### src/rtl/bmask_pkg.sv
package bmask_pkg;
  typedef enum logic [1:0] {OP_OR = 2'b00, OP_AND = 2'b01, OP_XOR = 2'b10, OP_RSV = 2'b11} op_e;
  typedef enum logic [1:0] {T_INC = 2'b00, T_DEC = 2'b01, T_NINC = 2'b10, T_NEG = 2'b11} term_e;
endpackage

### src/rtl/bmask_term.sv
module bmask_term
  import bmask_pkg::*;
#(
  parameter int DATA_W = 64
) (
  input  logic [DATA_W-1:0] x_i,
  input  term_e             sel_i,
  output logic [DATA_W-1:0] term_o
);
  localparam logic [DATA_W-1:0] One = DATA_W'(1);

  logic [DATA_W-1:0] inc;
  assign inc = x_i + One;

  always_comb begin
    unique case (sel_i)
      T_INC:   term_o = inc;
      T_DEC:   term_o = x_i - One;
      T_NINC:  term_o = ~inc;
      default: term_o = (~x_i) + One;
    endcase
  end
endmodule

### src/rtl/bmask_core.sv
module bmask_core
  import bmask_pkg::*;
#(
  parameter int DATA_W = 64,
  parameter int MODE_W = 5
) (
  input  logic [DATA_W-1:0] operand_i,
  input  logic [DATA_W-1:0] mask_i,
  input  logic              mask_zero_i,
  input  logic [MODE_W-1:0] mode_i,
  input  logic              keep_i,
  output logic [DATA_W-1:0] result_o,
  output logic              illegal_o
);
  logic [DATA_W-1:0] m, x, a, c, comb, outside;
  op_e op;

  assign m  = mask_zero_i ? '1 : mask_i;
  assign x  = operand_i & m;
  assign a  = mode_i[4] ? ~x : x;
  assign op = op_e'(mode_i[1:0]);

  bmask_term #(.DATA_W(DATA_W)) u_term (
    .x_i   (x),
    .sel_i (term_e'(mode_i[3:2])),
    .term_o(c)
  );

  always_comb begin
    unique case (op)
      OP_OR:   comb = a | c;
      OP_AND:  comb = a & c;
      OP_XOR:  comb = a ^ c;
      default: comb = '0;
    endcase
  end

  assign outside   = keep_i ? (operand_i & ~m) : '0;
  assign illegal_o = (op == OP_RSV);
  assign result_o  = illegal_o ? '0 : ((comb & m) | outside);
endmodule

### src/rtl/bmask_unit.sv
module bmask_unit #(
  parameter int DATA_W  = 64,
  parameter int MODE_W  = 5,
  parameter bit OUT_REG = 1'b1
) (
  input  logic              clk_i,
  input  logic              rst_ni,
  input  logic              valid_i,
  input  logic [DATA_W-1:0] operand_i,
  input  logic [DATA_W-1:0] mask_i,
  input  logic              mask_zero_i,
  input  logic [MODE_W-1:0] mode_i,
  input  logic              keep_i,
  output logic              valid_o,
  output logic [DATA_W-1:0] result_o,
  output logic              illegal_o
);
  logic [DATA_W-1:0] res_d;
  logic              ill_d;

  bmask_core #(.DATA_W(DATA_W), .MODE_W(MODE_W)) u_core (
    .operand_i  (operand_i),
    .mask_i     (mask_i),
    .mask_zero_i(mask_zero_i),
    .mode_i     (mode_i),
    .keep_i     (keep_i),
    .result_o   (res_d),
    .illegal_o  (ill_d)
  );

  if (OUT_REG) begin : g_reg
    logic              vld_q;
    logic [DATA_W-1:0] res_q;
    logic              ill_q;
    always_ff @(posedge clk_i or negedge rst_ni) begin
      if (!rst_ni) begin
        vld_q <= 1'b0;
        res_q <= '0;
        ill_q <= 1'b0;
      end else begin
        vld_q <= valid_i;
        if (valid_i) begin
          res_q <= res_d;
          ill_q <= ill_d;
        end
      end
    end
    assign valid_o   = vld_q;
    assign result_o  = res_q;
    assign illegal_o = ill_q;
  end else begin : g_comb
    assign valid_o   = valid_i;
    assign result_o  = res_d;
    assign illegal_o = ill_d;
  end
endmodule

### config.mk
export PLATFORM = sky130hd
export DESIGN_NAME = bmask_unit
export DESIGN_NICKNAME = d
export VERILOG_FILES = /design/src/rtl/bmask_pkg.sv /design/src/rtl/bmask_term.sv /design/src/rtl/bmask_core.sv /design/src/rtl/bmask_unit.sv
export SDC_FILE = /design/constraint.sdc
export NUM_CORES = 1
export LEC_CHECK = 0
export ABC_AREA = 1
export BUFFER_PORTS_ARGS = -buffer_cell sky130_fd_sc_hd__buf_2
export CORE_ASPECT_RATIO = 0.75
export CORE_MARGIN = 10
export CORE_UTILIZATION = 60
export DETAILED_ROUTE_END_ITERATION = 8
export PLACE_DENSITY = 0.85
export SLEW_MARGIN = 20
export SYNTH_ARGS = -nofsm -noshare
export SYNTH_HDL_FRONTEND = slang
export SYNTH_HIERARCHICAL = 1
export SYNTH_SLANG_ARGS = --single-unit
export TNS_END_PERCENT = 5
### constraint.sdc
create_clock -name clk_i -period 0.8 [get_ports clk_i]
set_clock_uncertainty 0.05 [all_clocks]
set_input_delay 0.12 -clock clk_i [delete_from_list [all_inputs] [get_ports clk_i]]
set_output_delay 0.12 -clock clk_i [all_outputs]
set_load 0.03 [all_outputs]
==> results of run 1 <==
==> stage by stage <==
step / area (um^2) / cells / hold slack, ns / utilization [%]
3_3_place_gp: 19040 / 3360 / 0.08136 / 82.56
2_1_floorplan: 14370 / 2477 / -0.2256 / -
3_5_place_dp: 19040 / 3360 / 0.08539 / 82.56
4_1_cts: 21330 / 3434 / 0.1222 / 92.51
==> repair_timing <==
item / in CTS
hold endpoints to repair: 66
gates resized for setup: 444
hold buffers: 1
setup buffers: 47
cloned: 10
pin swaps: 86
setup endpoints to repair: 130
==> routing by layer <==
metal,GRT overflow,global-route usage (%)
met2,52,85.95
met1,2,74.54
met3,8,68.58
met4,44,71.61
met5,2,37.65
==> cells in the mapped netlist (all sizes together) <==
library cell    n  area [um^2]
nor3           21        105.1
o21ai          33        176.4
xor2          213         1873
nand3b          6        45.04
clkbuf          4        15.01
nor4            4        31.28
nand4          42        262.8
nand3         254         1281
or2             1        6.260
and3            1        6.260
inv           361         1355
dfrtp          66         1652
ha            130         1627
buf           108        685.7
o31ai           3        27.52
xnor2          22        192.7
o21bai          1        7.510
nor2          292         1231
and2            5        31.28
nand2         901         3457
o211ai          1        7.510
a22o            1        8.760
a21oi           2        10.01
a22oi           1        7.510
o22ai           3        18.77
clkinv          1        3.750
==> logic make-up after synthesis <==
group | Yosys count | share of synthesized area [%]
flops | 66 | 11.69
fa+ha+maj | 130 | 11.52
compound gates | 45 | 1.869
xor+xnor | 235 | 14.62
buf+inv | 474 | 14.58
simple gates | 1527 | 45.72
==> results.json, run 1 <==
{
  "clock_sinks": 66,
  "htree_levels": 3,
  "dp_slack_ns": -2.607,
  "cts_buffers": 9,
  "num_io_pins": 204,
  "ys_ff_latch": 66,
  "grt_max_degree": 41,
  "status": "did not finish",
  "ys_seq_area_share_pct": 11.69,
  "die_h_um": 152.9,
  "ys_warn_count": 6,
  "grt_pass1_wl_um": 174500,
  "track_usage_pct": 75.13,
  "rows": 48,
  "io_buffers": 203,
  "stop_stage": "5_1_grt",
  "error": "[ERROR GRT-0116] Global routing finished with congestion. Check the congestion regions in the DRC Viewer.",
  "cts_buffer_depth": 2,
  "start_util_pct": 61.25,
  "dpl.hpwl_um": 47570,
  "syn_area_um2": 14120,
  "routabilityCongestion": 1.222,
  "synth.avg_cell_area_um2": 5.702,
  "root_buffer": "clkbuf_16",
  "synth_fp_nets": 2745,
  "postSynthCellCount": 2477,
  "grt_pass1_vias": 26966,
  "dieWidth_um": 197.2,
  "grt_remaining_overflow": 108,
  "post_synth_num_cell_types": 41
}
==> inputs of run 2 (changes only) <==
Settings changed: CORE_ASPECT_RATIO 0.75 to not set, CORE_UTILIZATION 60 to 40, PLACE_DENSITY 0.85 to not set, PLACE_DENSITY_LB_ADDON set to 0.15.
==> run 2 against run 1 <==
  * The flow now finishes, with violations (setup timing)
  * Synthesized cell count did not move
  * Area after synthesis did not move
==> results.json, run 2 <==
{
  "r2r_cells": 2,
  "antenna_found_initial": 0,
  "start_kind": "input port",
  "post_synth_num_cell_types": 41,
  "num_vias": 17797,
  "place_inst": 3566,
  "crit_buf_inv": 7,
  "fin_crit_sh_pct": 324.5,
  "final_cell_mix": "nand2_1, buf_4, inv_1",
  "netlist.area_leader.share_pct": 23.41,
  "ys_ff_latch": 66,
  "io_buffers": 203,
  "synth_fp_nets": 2745,
  "slew-limit-headroom_pct": 70.09,
  "ys.flop_type": "dfrtp_1",
  "mostFrequentLayoutCell": "nand2_1",
  "grt_pass1_vias": 17729,
  "power_mw": 22.49,
  "grt_max_degree": 67,
  "n_antenna_cell": 0,
  "core-area_um2": 34710,
  "viasPerCell": 4.880,
  "num_io_pins": 204,
  "hold_depth": 3,
  "synth_common_cells": "nand2_1, inv_1, nor2_1, nand3_1, xor2_1",
  "root_buffer": "clkbuf_16",
  "synth_mux_area_share_pct": 0,
  "synth_top_area_cell": "nand2_1",
  "firstDrtPassIters": 5,
  "wl_per_cell_um": 16.73,
  "maxCapViolCount": 0,
  "min_delay_worst_endpoint": "result_o[3]$_DFFE_PN0P_",
  "leakage_nw": 12.71,
  "yosysMostFrequentCell": "nand2_1",
  "arrival_ns": 2.85,
  "max_freq_mhz": 385.3,
  "syn_area_um2": 14120,
  "fin_nets": 3456,
  "htree_levels": 3,
  "failed_checks": "setup timing",
  "synth_compound_area_share_pct": 1.869,
  "worst_slack_ns": -1.796,
  "clk_latency_ns": 0.36,
  "clock_sinks": 66,
  "grt_use_met2_pct": 44.10,
  "die_h_um": 207.9,
  "ys_warn_count": 6,
  "drive_gt1_share_pct": 40.38,
  "drv_slew": 0,
  "cts.clk_slew.worst_paths_ns": 0.06,
  "grtUsageMet3_pct": 2.861,
  "synthTopCellsByArea": "nand2_1, xor2_1, dfrtp_1, ha_1, inv_1",
  "crit_type": "input port to flip-flop",
  "async_flop_share_pct": 100.0,
  "cp_max_fo": 7,
  "synthAdderAreaFrac_pct": 11.52,
  "slowest_delay_ns": 0.25,
  "dp_slack_ns": -2.553,
  "top_usage_layer": "met2",
  "grt_remaining_overflow": 0,
  "dpl.hpwl_um": 48800,
  "use_met1_pct": 38.91,
  "cts_buffers": 9,
  "powerDensity_nw_per_um2": 992.1,
  "largest_reg_flops": 64,
  "crit_slowest_cell": "ha_4",
  "status": "complete, but fails checks",
  "ys_seq_area_share_pct": 11.69,
  "n_fill_cell": 3224,
  "synth.avg_cell_area_um2": 5.702,
  "tightestPinTransition_ns": 0.4455,
  "reg2reg_slack_ns": 0.06,
  "finalNonFillerCells": 3647,
  "hp-start": "valid_i",
  "syn2layout_area_growth_pct": 60.47,
  "track_usage_pct": 27.47,
  "dieWidth_um": 207.9,
  "routabilityCongestion": 0.9617,
  "rows": 68,
  "drt_iter0_markers": 1271,
  "synth-xor-area-share_pct": 14.62,
  "final_antenna_net_count": 0,
  "endpoint_kind": "flip-flop",
  "critPathTopFamily": "simple AND/OR/NAND/NOR gates",
  "route.detailed.drc": 0,
  "postSynthCellCount": 2477,
  "grt_pass1_wl_um": 97380,
  "hold_path_class": "input port to flip-flop",
  "cp.required_ns": 1.06,
  "fin_crit_ns": 2.596,
  "cp_common_cell": "nand2_4",
  "rsz0062_at_grt": "true",
  "tns_ns": -121.59,
  "cts_tree": "yes",
  "synth_edf_count": 0,
  "synth-simple-area-share_pct": 45.72,
  "setup_viol": 130,
  "start_util_pct": 40.69,
  "die_area_um2": 43230,
  "cts_buffer_depth": 2,
  "reg2reg_from": "result_o[31]$_DFFE_PN0P_",
  "synth_top_family_by_area": "simple AND/OR/NAND/NOR gates",
  "timing.rr.end": "result_o[31]$_DFFE_PN0P_",
  "ir_drop_v": 0.001098,
  "drt-total-wl_um": 61010,
  "hold_viol": 0
}
## run 2: logic make-up after synthesis
logic type,after synthesis
buf+inv,474
simple gates,1527
compound gates,45
fa+ha+maj,130
flops,66
xor+xnor,235
## run 2: final cells by class
type,count,area (um^2),area share (%)
clock buffer,10,239.0,1.054
clock inverter,5,55.05,0.2429
inverter,362,1460,6.442
multi-input combinational,1937,11970,52.80
sequential,66,1653,7.292
tap,455,569.3,2.512
timing repair buffer,809,6670,29.43
timing repair inverter,3,52.55,0.2319
## run 2: report_power, final
part	switching [mW]	total [mW]	leakage, nW	internal [mW]
logic	7.84	14.1	11.7	6.26
registers	0.376	4.18	0.845	3.80
clock network	1.75	4.22	0.140	2.47
total	9.96	22.5	12.7	12.5
## run 2: how the worst max path moves through the flow
stage                startpoint                        to  slack [ns]  cells after the start
finish              mask_zero_i  result_o[44]$_DFFE_PN0P_       -1.80                     26
floorplan           mask_zero_i  result_o[40]$_DFFE_PN0P_       -1.64                     23
CTS                 mask_zero_i  result_o[49]$_DFFE_PN0P_       -1.72                     26
global placement    mask_zero_i  result_o[56]$_DFFE_PN0P_       -2.59                     26
detailed placement  mask_zero_i  result_o[44]$_DFFE_PN0P_       -2.55                     25
global route        mask_zero_i  result_o[36]$_DFFE_PN0P_       -1.99                     22
## run 2: metrics by stage
| step | utilization (%) | cell area [um^2] | hold slack (ns) |
|---|---|---|---|
| 2_1_floorplan | - | 14370 | -0.2256 |
| 3_3_place_gp | 57.12 | 19830 | 0.1154 |
| 3_5_place_dp | 57.12 | 19830 | 0.1273 |
| 4_1_cts | 63.61 | 22080 | 0.05712 |
| 5_1_grt | 65.29 | 22670 | 0.06613 |
| 6_report | 65.29 | 22670 | 0.06164 |
## run 2: metal layers
layer	wire, um	up-vias
met5	0	-
met4	773	0
met3	3575	40
met2	27630	521
met1	29030	8315
li1	-	8921
## run 2: timing repair
| action | CTS | global route |
|---|---|---|
| endpoints found under the setup margin | 130 | 130 |
| resized for setup | 473 | 128 |
| hold endpoints to repair | 66 | 0 |
| buffers inserted | 50 | 11 |
| cloned | 4 | 0 |
| pin swaps | 117 | 58 |
| hold buffers | 1 | 0 |
## run 2: tightest hold or removal path: cells and delay by family
| family | cells | cell delay [ns] |
|---|---|---|
| buf+inv | 1 | 0.19 |
| simple gates | 2 | 0.13 |
(Power assumes the default switching activity.)
